`config.mk`:
```
export PLATFORM = sky130hd
export DESIGN_NAME = mpo_trigger
export DESIGN_NICKNAME = d
export VERILOG_FILES = /design/src/rtl/mpo_pkg.sv /design/src/rtl/mpo_sync.sv /design/src/rtl/mpo_debounce.sv /design/src/rtl/mpo_qualify.sv /design/src/rtl/mpo_trigger.sv
export SDC_FILE = /design/constraint.sdc
export NUM_CORES = 1
export LEC_CHECK = 0
export BUFFER_PORTS_ARGS = -buffer_cell sky130_fd_sc_hd__buf_2
export CAP_MARGIN = 20
export CORE_MARGIN = 2
export CORE_UTILIZATION = 40
export CTS_CLUSTER_DIAMETER = 100
export DETAILED_ROUTE_END_ITERATION = 8
export GPL_TIMING_DRIVEN = 1
export PLACE_DENSITY = 0.6
export SLEW_MARGIN = 20
export SYNTH_ARGS = -nofsm -noshare
export SYNTH_HDL_FRONTEND = slang
export SYNTH_SLANG_ARGS = --single-unit
```
`constraint.sdc`:
```
create_clock -name clk -period 2.11 [get_ports clk]
set_input_delay 0.3165 -clock clk [delete_from_list [all_inputs] [get_ports clk]]
set_output_delay 0.3165 -clock clk [all_outputs]
set_load 0.01 [all_outputs]
```
`src/rtl/mpo_pkg.sv`:
```
// Package: shared types for the manual power-on trigger detector.
// Assumes nothing beyond being compiled ahead of the modules that import it.
package mpo_pkg;

    // Qualifier states
    typedef enum logic [2:0] {
        MP_IDLE     = 3'd0,
        MP_WATCH    = 3'd1,
        MP_HELD     = 3'd2,
        MP_WAIT_LOW = 3'd3,
        MP_CFG_HOLD = 3'd4
    } mp_state_e;

endpackage

```
`src/rtl/mpo_sync.sv`:
```
// Module: mpo_sync
// Brings an asynchronous level into the clock domain through STAGES flops.
// Assumes the input may change at any time; output latency is STAGES cycles.
module mpo_sync #(
    parameter int STAGES = 2
) (
    input  logic clk,
    input  logic rst_n,
    input  logic din,
    output logic dout
);
    logic [STAGES-1:0] chain;

    // Shift the level through the flop chain
    always_ff @(posedge clk) begin
        if (!rst_n) chain <= '0;
        else        chain <= {chain[STAGES-2:0], din};
    end

    assign dout = chain[STAGES-1];
endmodule

```
`src/rtl/mpo_debounce.sv`:
```
// Module: mpo_debounce
// Two-sided filter: the output follows the input only after the input has
// differed from it for DEB_TICKS consecutive samples.
// Assumes a synchronous input; both edges are delayed by DEB_TICKS cycles.
module mpo_debounce #(
    parameter int DEB_TICKS = 4
) (
    input  logic clk,
    input  logic rst_n,
    input  logic din,
    output logic level
);
    localparam int CW = $clog2(DEB_TICKS + 1);

    logic [CW-1:0] run_cnt;
    logic          lvl_q;

    // Count consecutive samples that differ from the filtered level
    always_ff @(posedge clk) begin
        if (!rst_n) begin
            run_cnt <= '0;
            lvl_q   <= 1'b0;
        end else if (din != lvl_q) begin
            if (run_cnt == CW'(DEB_TICKS - 1)) begin
                lvl_q   <= din;
                run_cnt <= '0;
            end else begin
                run_cnt <= run_cnt + 1'b1;
            end
        end else begin
            run_cnt <= '0;
        end
    end

    assign level = lvl_q;
endmodule

```
`src/rtl/mpo_qualify.sv`:
```
// Module: mpo_qualify
// Decides whether a filtered press is accepted, ignored, or aborts
// configuration, and produces the strobe, hold level and release pulses.
// Assumes a filtered, synchronous level with HOLD_TICKS < WINDOW_TICKS and
// HOLD_TICKS >= 2; drive_on and cfg_busy are sampled on the filtered rise.
module mpo_qualify
    import mpo_pkg::*;
#(
    parameter int HOLD_TICKS   = 20,
    parameter int WINDOW_TICKS = 30
) (
    input  logic clk,
    input  logic rst_n,
    input  logic level,
    input  logic drive_on,
    input  logic cfg_busy,
    output logic press_stb,
    output logic held_hi,
    output logic cnt_clr,
    output logic cfg_abort,
    output logic cfg_restart
);
    localparam int HW = $clog2(HOLD_TICKS + 1);
    localparam int WW = $clog2(WINDOW_TICKS + 1);

    mp_state_e     state, state_n;
    logic [HW-1:0] hold_cnt, hold_n;
    logic [WW-1:0] win_cnt, win_n;
    logic          stb_q, stb_n;
    logic          clr_q, clr_n;
    logic          rs_q, rs_n;

    // Next-state and counter decisions for one sample
    always_comb begin
        state_n = state;
        hold_n  = hold_cnt;
        win_n   = win_cnt;
        stb_n   = 1'b0;
        clr_n   = 1'b0;
        rs_n    = 1'b0;
        case (state)
            MP_IDLE: begin
                if (level) begin
                    if (cfg_busy) begin
                        state_n = MP_CFG_HOLD;
                    end else if (drive_on) begin
                        state_n = MP_WAIT_LOW;
                    end else begin
                        state_n = MP_WATCH;
                        hold_n  = HW'(1);
                        win_n   = WW'(1);
                    end
                end
            end
            MP_WATCH: begin
                if (level && hold_cnt == HW'(HOLD_TICKS - 1)) begin
                    state_n = MP_HELD;
                    stb_n   = 1'b1;
                end else if (win_cnt == WW'(WINDOW_TICKS - 1)) begin
                    state_n = level ? MP_WAIT_LOW : MP_IDLE;
                end else begin
                    win_n  = win_cnt + 1'b1;
                    hold_n = hold_cnt + HW'(level);
                end
            end
            MP_HELD: begin
                if (!level) begin
                    state_n = MP_IDLE;
                    clr_n   = 1'b1;
                end
            end
            MP_WAIT_LOW: begin
                if (!level) state_n = MP_IDLE;
            end
            MP_CFG_HOLD: begin
                if (!level) begin
                    state_n = MP_IDLE;
                    rs_n    = 1'b1;
                end
            end
            default: state_n = MP_IDLE;
        endcase
    end

    // Register state, counters and pulse outputs
    always_ff @(posedge clk) begin
        if (!rst_n) begin
            state    <= MP_IDLE;
            hold_cnt <= '0;
            win_cnt  <= '0;
            stb_q    <= 1'b0;
            clr_q    <= 1'b0;
            rs_q     <= 1'b0;
        end else begin
            state    <= state_n;
            hold_cnt <= hold_n;
            win_cnt  <= win_n;
            stb_q    <= stb_n;
            clr_q    <= clr_n;
            rs_q     <= rs_n;
        end
    end

    assign press_stb   = stb_q;
    assign held_hi     = (state == MP_HELD);
    assign cnt_clr     = clr_q;
    assign cfg_abort   = (state == MP_CFG_HOLD);
    assign cfg_restart = rs_q;
endmodule

```
`src/rtl/mpo_trigger.sv`:
```
// Module: mpo_trigger (top)
// Manual power-on trigger detector: synchroniser, two-sided filter and
// press qualifier in series.
// Assumes clk is the tick clock and drive_on/cfg_busy are synchronous to it.
module mpo_trigger #(
    parameter int SYNC_STAGES  = 2,
    parameter int DEB_TICKS    = 4,
    parameter int HOLD_TICKS   = 20,
    parameter int WINDOW_TICKS = 30
) (
    input  logic clk,
    input  logic rst_n,
    input  logic trig_pin,
    input  logic drive_on,
    input  logic cfg_busy,
    output logic press_stb,
    output logic held_hi,
    output logic cnt_clr,
    output logic cfg_abort,
    output logic cfg_restart
);
    logic pin_sync;
    logic pin_lvl;

    mpo_sync #(.STAGES(SYNC_STAGES)) u_sync (
        .clk   (clk),
        .rst_n (rst_n),
        .din   (trig_pin),
        .dout  (pin_sync)
    );

    mpo_debounce #(.DEB_TICKS(DEB_TICKS)) u_deb (
        .clk   (clk),
        .rst_n (rst_n),
        .din   (pin_sync),
        .level (pin_lvl)
    );

    mpo_qualify #(
        .HOLD_TICKS   (HOLD_TICKS),
        .WINDOW_TICKS (WINDOW_TICKS)
    ) u_qual (
        .clk         (clk),
        .rst_n       (rst_n),
        .level       (pin_lvl),
        .drive_on    (drive_on),
        .cfg_busy    (cfg_busy),
        .press_stb   (press_stb),
        .held_hi     (held_hi),
        .cnt_clr     (cnt_clr),
        .cfg_abort   (cfg_abort),
        .cfg_restart (cfg_restart)
    );
endmodule

```
After elaboration in Yosys (flattened, before gate mapping)
Cells that the tools add are included.
{"block": "word_totals", "ff_bits": 22, "ram_bits": 0, "mem_count": 0, "output_inout_bits": 5, "in_bits": 5, "mem_bits_ro": 0, "wordCells": 59, "latch_bits": 0}
{"block": "classes", "n_reduce_logical": 11, "n_div": 0, "n_eq_ne": 15, "addsub": 3, "magnitude_cmp": 0, "bitwise": 2, "multipliers": 0, "n_shift": 0, "mux": 19}
{"op": "2-to-1 mux 5 bit", "count": 7}
{"op": "one-hot mux 5 bit (2 select lines)", "count": 2}
{"op": "2-to-1 mux 3 bit", "count": 5}
{"op": "!= test 2 bit, second input constant", "count": 6}
{"op": "== test 5 bit, second input constant", "count": 2}
{"op": "== test 3 x 2 -> 1 bit, second input constant", "count": 3}
{"op": "one-hot mux 3 bit (3 select lines)", "count": 1}
{"op": "AND reduction 2 bit", "count": 4}
{"op": "AND reduction 6 bit", "count": 1}
{"op": "OR reduction 3 bit", "count": 2}
{"op": "adder 5 x 1 -> 5 bit", "count": 1}
{"op": "adder 5 x 1 -> 5 bit, second input constant", "count": 1}
{"op": "2-to-1 mux 2 bit", "count": 2}
{"op": "adder 3 x 1 -> 3 bit, second input constant", "count": 1}
{"op": "== test 3 x 1 -> 1 bit, second input constant", "count": 1}
{"op": "== test 3 bit, second input constant", "count": 1}
{"op": "zero test 3 bit", "count": 1}
{"op": "!= test 3 x 1 -> 1 bit, second input constant", "count": 1}
{"op": "AND reduction 3 bit", "count": 1}
{"op": "2-to-1 mux 1 bit", "count": 2}
{"op": "inverter 1 bit", "count": 2}
{"op": "nonzero test 2 bit", "count": 1}
{"op": "logical AND 1 bit", "count": 1}
{"op": "!= test 1 bit", "count": 1}

Depth between registers and ports, before layout
Gate-level depths: netlist of the first run.
{"block": "logic_depth", "ltp_word": 4, "mapped_depth": 6, "depth_no_buf": 6}

By module
Synthesis of the first run repeated with hierarchy kept, for this count alone.
{"block": "hier_totals", "cells_unflattened": 123, "hier_area_um2": 1186.1}
{"mod": "mpo_qualify", "area_each_um2": 969.7, "cells_per_inst": 106, "n_inst": 1}
{"mod": "mpo_debounce", "area_each_um2": 163.9, "cells_per_inst": 13, "n_inst": 1}
{"mod": "mpo_sync", "area_each_um2": 52.6, "cells_per_inst": 4, "n_inst": 1}

Least setup slack after synthesis of the first run
No wires, ideal clock.
{"block": "synth_path", "kind": "register to register", "startpoint": "reg u_qual.win_cnt[1]", "endpoint": "reg u_qual.hold_cnt[3]", "t_required_ns": 1.976, "period_less_slack_ns": 1.670, "path_stages_with_launch": 7, "path_buffers": 0, "slack_ns": 0.440, "setup_time_ns": 0.134, "t_arrival_ns": 1.536, "path_cell_list": "dfxtp_1 -> inv_1 -> ha_1 -> and4_4 -> or3_4 -> o211ai_2 -> a31oi_1"}
{"block": "synth_via", "elab_chain_cells": 3}
{"element": "from (decl)", "line_no": "mpo_qualify.sv:28", "source": "logic [WW-1:0] win_cnt, win_n;"}
{"element": "from (signal assigned)", "line_no": "mpo_qualify.sv:97", "source": "win_cnt <= win_n;"}
{"element": "== test 5 bit", "line_no": "mpo_qualify.sv:59", "source": "end else if (win_cnt == WW'(WINDOW_TICKS - 1)) begin"}
{"element": "!= test 2 bit (no source line)"}
{"element": "AND reduction 6 bit (no source line)"}
{"element": "to (signal assigned)", "line_no": "mpo_qualify.sv:96", "source": "hold_cnt <= hold_n;"}
{"element": "to (decl)", "line_no": "mpo_qualify.sv:27", "source": "logic [HW-1:0] hold_cnt, hold_n;"}
Every way passes these cells.
A chain may end at the register's enable or synchronous reset.

Worst setup path after layout of the first run
{"block": "layout_path", "startpoint": "reg u_qual.win_cnt[1]", "endpoint": "reg u_qual.win_cnt[3]"}
{"block": "layout_via", "elab_chain_cells": 4}
{"element": "adder 5 x 1 -> 5 bit", "line_no": "mpo_qualify.sv:62", "source": "win_n = win_cnt + 1'b1;"}
{"element": "2-to-1 mux 5 bit", "line_no": "mpo_qualify.sv:59"}
{"element": "2-to-1 mux 5 bit", "line_no": "mpo_qualify.sv:56", "source": "if (level && hold_cnt == HW'(HOLD_TICKS - 1)) begin"}
{"element": "one-hot mux 5 bit (2 select lines)", "line_no": "mpo_qualify.sv:41", "source": "case (state)"}
Parallel ways exist; a longest one is shown, timed or not. The select of a mux whose other input is x is not followed.

==> results of run 1 <==
[area by class of cell]
| class | instances | share of cell area [%] |
|---|---|---|
| flip-flops and latches | 22 | 35.8 |
| repair buffers | 9 | 3.67 |
| clock inverters | 1 | 2.44 |
| clock buffers | 3 | 1.83 |
| well taps | 31 | 3.16 |
| inverters | 8 | 2.44 |
| multi-input cells | 87 | 50.6 |
[synthesized netlist by cell type (2+ instances only)]
master      n
ha_1        6
o311a_1     2
nand4bb_1   2
nor3_1      4
nor2b_1     4
nand3b_1    2
o21ai_1     2
nand2b_1    6
a21oi_1     3
buf_2       3
and2_1      2
nor2_1      9
o22ai_1     2
a41oi_1     4
dfxtp_1    22
inv_1       7
nand3_1     5
a31oi_1     6
nand2_1     9
[critical path: stages (launching register included)]
cell and delay [ps]:
dfxtp_1 400, inv_1 70, ha_1 170, and4_4 210, or3_4 400, o211ai_2 350, a31oi_1 140
[flip-flops by register name, indices dropped and copies added (netlist names)]
register            count
u_sync.chain            2
u_qual.state            3
u_qual.hold_cnt         5
u_deb.level             1
u_qual.cnt_clr          1
u_deb.run_cnt           3
u_qual.press_stb        1
u_qual.cfg_restart      1
u_qual.win_cnt          5
[power by group through the flow]
stage | Combinational, mW | Sequential [mW] | Clock, mW
global route | 0.0220 | 0.419 | 0.357
floorplan | 0.0121 | 0.428 | 0
detailed placement | 0.0195 | 0.428 | 0
global placement | 0.0191 | 0.428 | 0
CTS | 0.0195 | 0.419 | 0.337
finish | 0.0197 | 0.419 | 0.322
[stage by stage]
step / instances / utilization, %
floorplan: 121 / -
global placement: 157 / 43.8
detailed placement: 157 / 43.8
CTS: 161 / 45.7
global route: 161 / 45.7
finish: 161 / 45.7
[placed cells by master (no fill, tap or decap), types with 5 or more instances in the layout]
cell / count
a31oi_1: 6
nand3_1: 5
nand2b_1: 6
buf_2: 9
nor2_1: 9
dfxtp_1: 22
ha_1: 6
nand2_1: 9
inv_1: 7
[path summary, 6_finish.rpt]
path,from,end,slack (ps),depth (start not counted)
worst max-delay path,u_qual.win_cnt[1],u_qual.win_cnt[3],240,6
worst min-delay path,trig_pin,u_sync.chain[0],210,2
worst max register to register,u_qual.win_cnt[1],u_qual.win_cnt[3],240,6
worst min register to register,u_deb.run_cnt[0],u_deb.run_cnt[0],440,1
[cells by family (layout without fill, tap and decap cells)]
kind of cell / Yosys count / count (layout)
muxes: 1 / 1
AOI/OAI and AO/OA: 30 / 30
buffers and inverters: 12 / 21
adders and majority gates: 6 / 6
xor gates and xnor gates: 1 / 1
and+or+nand+nor: 49 / 49
DFF: 22 / 22
[metal layers]
layer / vias up / share of wire [%]
li1: 469 / -
met1: 419 / 52
met2: 16 / 44
met3: 2 / 3.2
met4: 0 / 0.86
met5: - / 0
==> impl_metrics.toml, run 1 <==
[pwr]
power_mw = 0.761
power.density_nw_per_um2 = 619
total_leakage_power_nw = 0.452
max-vdd-ir-drop_mv = 0.448
switchingPower_mw = 0.143
p_sw_share_pct = 18.8
power.internal_mw = 0.618
combPwrFrac_pct = 2.6
pwr-share-clk_pct = 42.4
seqPwrFrac_pct = 55.0

[yosys]
synth_top_family_by_area = "simple AND/OR/NAND/NOR gates"
yosys.area.top_type = "dfxtp_1"
synth_nets = 132
synth_seq_cells = 22
synth-adder-area-share_pct = 6.76
synth_top_area_share_pct = 39.6
ys_async_sr_fraction_pct = 0
ys_types = 40
synth-main-ff-cell = "dfxtp_1"
synth_edf_count = 0
avgSynthCellArea_um2 = 9.18
synth_compound_area_share_pct = 22.0
synth_cells = 121
synthTopCellsByArea = "dfxtp_1 (40%), ha_1 (6.8%), a31oi_1 (3.4%), nand2b_1 (3.4%), a41oi_1 (3.2%)"
yosys.area_share.xor_xnor_pct = 0.788
synthMuxAreaShare_pct = 0.901
synth_area_um2 = 1110
ys_warn_count = 0
ys_seq_area_share_pct = 39.6
synthSimpleGateAreaFrac_pct = 25.6

[placement]
dpl_worst_slack_ps = 249
gp_congestion = 0.733
postPlaceCellArea_um2 = 1180
port_buffers = 9
dpl.hpwl_um = 1540

[timing]
fmax_ghz = 0.536
post-route-period-util_pct = 88.5
timing.hold.ws_ps = 206
tightest_slew_ps = 528
slew_headroom_pct = 64.7
slew_violations = 0
hold_viol = 0
setup-violations-final = 0
rsz0062_at_grt = "no"
setup_slack_ps = 243
tns_ps = 0
layout_min_cycle_time_ps = 1870
fin_skew_ps = 9.30

[die]
fp.coreArea_um2 = 2690
rows = 19
die_w_um = 56.7
die-area_um2 = 3220
die_h_um = 56.7
pin_count = 10
initial_core_util_pct = 41.4

[cells_and_area]
multi_input_area_um2 = 622
fin_nets = 142
final-seq-area_um2 = 440
drive_gt1_share_pct = 14.6
n_fill_cell = 265
syn_to_final_growth_pct = 10.6
final_cell_area_um2 = 1230
antenna_cells = 0

[grt]
grt_max_degree = 14
antenna_found_initial = 0
grt_pass1_vias = 801
grt_pass1_wl_um = 3580
top_usage_layer = "met2"
track_usage_pct = 14.2
use_met2_pct = 21.9
overflow = 0
grtUsageMet1_pct = 18.8
use_met3_pct = 3.23

[critical_path]
crit_type = "reg2reg"
start_kind = "flip-flop"
path_max_fanout = 8
cp.arrival_ps = 2050
crit_required_ps = 2290
end_kind = "flip-flop"

[route]
routedWlPerCell_um = 13.0
totalWireLength_um = 2100
drcViolationCount = 0
ant_nets = 0
drt-pass1-iter-count = 4
via_count = 906
viasPerCell = 5.63
first_iter_violations = 28

[clock_network]
cts.clk_slew.worst_paths_ps = 130
clock_latency_ps = 310
cts_root_buf = "clkbuf_4"
clock-sinks = 22
post_cts_buffers = 0
hold_buffers = 0
numCtsBuffers = 3
cts_tree = "built"
cts-resized-gates = 0
clockBufferDepth = 2
htree_num_levels = 1

[flow_run]
maxCapViolCount = 0

[run_status]
outcome = "complete, no violations"

[worst_hold_path]
hp-class = "in2reg"
Note: power is estimated with default switching activity, not from simulation.
==> run 2, diff against run 1 <==
- CORE_MARGIN: 2 -> 10
==> run 2 against run 1 <==
  * Design area up 0.61%
  * Clock skew down 2.3 ps
  * Global-route usage down 5.1 points
  * Wire length up 7.5%
  * Count of clock-buffer cells in the layout unchanged
  * Register-to-register slack worse by 30 ps
  * Die area up 64%
  * Flip-flop and latch count unchanged
  * Clock power about the same
  * Hold slack better by 26 ps
  * Sequential share of layout area down 0.22 points
  * Utilization down 0.12 points
  * Largest power group unchanged
==> impl_metrics.toml, run 2 (synthesized netlist as in run 1, its figures left out) <==
[run_status]
outcome = "complete, no violations"

[die]
initial_core_util_pct = 41.0
die_h_um = 72.7
die_w_um = 72.7
pin_count = 10
rows = 19
fp.coreArea_um2 = 2710
die-area_um2 = 5290

[clock_network]
cts.clk_slew.worst_paths_ps = 130
htree_num_levels = 1
cts_root_buf = "clkbuf_4"
cts-resized-gates = 0
clock-sinks = 22
numCtsBuffers = 3
cts_tree = "built"
post_cts_buffers = 0
clock_latency_ps = 300
clockBufferDepth = 2
hold_buffers = 0

[pwr]
switchingPower_mw = 0.141
pwr-share-clk_pct = 42.1
max-vdd-ir-drop_mv = 0.352
p_sw_share_pct = 18.6
power.internal_mw = 0.617
combPwrFrac_pct = 2.6
power.density_nw_per_um2 = 614
seqPwrFrac_pct = 55.2
total_leakage_power_nw = 0.457

[critical_path]
path_max_fanout = 8
crit_type = "reg2reg"
crit_required_ps = 2300
critical-path-max-stage-delay_ps = 400
start_kind = "flip-flop"
cp.arrival_ps = 2090
end_kind = "flip-flop"
slowest_stage = "or3_4"
crit_chain = "inv_1 > ha_1 > and4_4 > or3_4 > o211ai_2 > a31oi_1"

[timing]
tns_ps = 0
rsz0062_at_grt = "no"
layout_min_cycle_time_ps = 1900
slew_headroom_pct = 67.6
fin_skew_ps = 7.03
tightest_slew_ps = 486
slew_violations = 0
setup-violations-final = 0
fmax_ghz = 0.527
hold_viol = 0
post-route-period-util_pct = 89.9

[grt]
grt_pass1_vias = 901
track_usage_pct = 9.06
antenna_found_initial = 0
grt_max_degree = 14
overflow = 0
grt_pass1_wl_um = 3950

[route]
first_iter_violations = 34
routedWlPerCell_um = 13.9
drcViolationCount = 0
totalWireLength_um = 2260
via_count = 948
viasPerCell = 5.85
drt-pass1-iter-count = 4
ant_nets = 0

[cells_and_area]
fin_nets = 143
antenna_cells = 0
syn_to_final_growth_pct = 11.3
top_regs = "u_qual.hold_cnt: 5 flops, u_qual.win_cnt: 5 flops"
final_core_util_pct = 45.6
final_cell_mix = "dfxtp_1 (22), nor2_1 (9), nand2_1 (9), buf_2 (9), inv_1 (7)"
final_common_cell = "dfxtp_1"
drive_gt1_share_pct = 15.3

[worst_hold_path]
hp-class = "in2reg"

[placement]
dpl.hpwl_um = 1700
gp_congestion = 0.787
port_buffers = 9

[flow_run]
maxCapViolCount = 0
[run 2: final timing paths]
path	slack, ps	endpoint	cells after the start	start
worst max register to register	210	u_qual.win_cnt[2]	6	u_qual.win_cnt[1]
worst min-delay path	230	u_sync.chain[0]	2	trig_pin
worst min register to register	440	u_deb.run_cnt[0]	1	u_deb.run_cnt[0]
worst max-delay path	210	u_qual.win_cnt[2]	6	u_qual.win_cnt[1]
[run 2: power by group through the flow]
stage          Sequential (mW)  Combinational, mW  Clock (mW)
2_1_floorplan            0.428             0.0121           0
3_3_place_gp             0.428             0.0189           0
3_5_place_dp             0.428             0.0197           0
4_1_cts                  0.419             0.0200       0.331
5_1_grt                  0.419             0.0225       0.352
6_report                 0.419             0.0201       0.320
[run 2: cell type report]
cell class	instances	area [µm²]
clock buffer	3	22.5
clock inverter	1	30.0
fill	267	1470
inverter	8	30.0
multi-input combinational	87	622
sequential	22	440
tap	31	38.8
timing repair buffer	10	52.6
[run 2: per-stage QoR]
step / worst slack (ps) / hold slack, ps / instances / area, µm² / total power, mW
finish: 213 / 232 / 162 / 1240 / 0.759
CTS: 206 / 226 / 162 / 1240 / 0.770
global placement: 323 / 411 / 158 / 1180 / 0.447
global route: 97.1 / 228 / 162 / 1240 / 0.794
floorplan: 440 / 399 / 121 / 1110 / 0.440
detailed placement: 220 / 425 / 158 / 1180 / 0.448
[run 2: critical path, delay by kind of cell (launching register included)]
kind            cells  cell delay (ps)
fa+ha+maj           1              180
compound gates      2              520
buf+inv             1               70
flops               1              390
simple gates        2              610
[run 2: per-layer routing]
layer  part of all wire (%)  vias up  track usage [%]
li1                       -      476                -
met1                     45      460             9.96
met5                      0        -                0
met2                     49       10             15.7
met4                   0.71        0             3.80
met3                    5.0        2             2.72
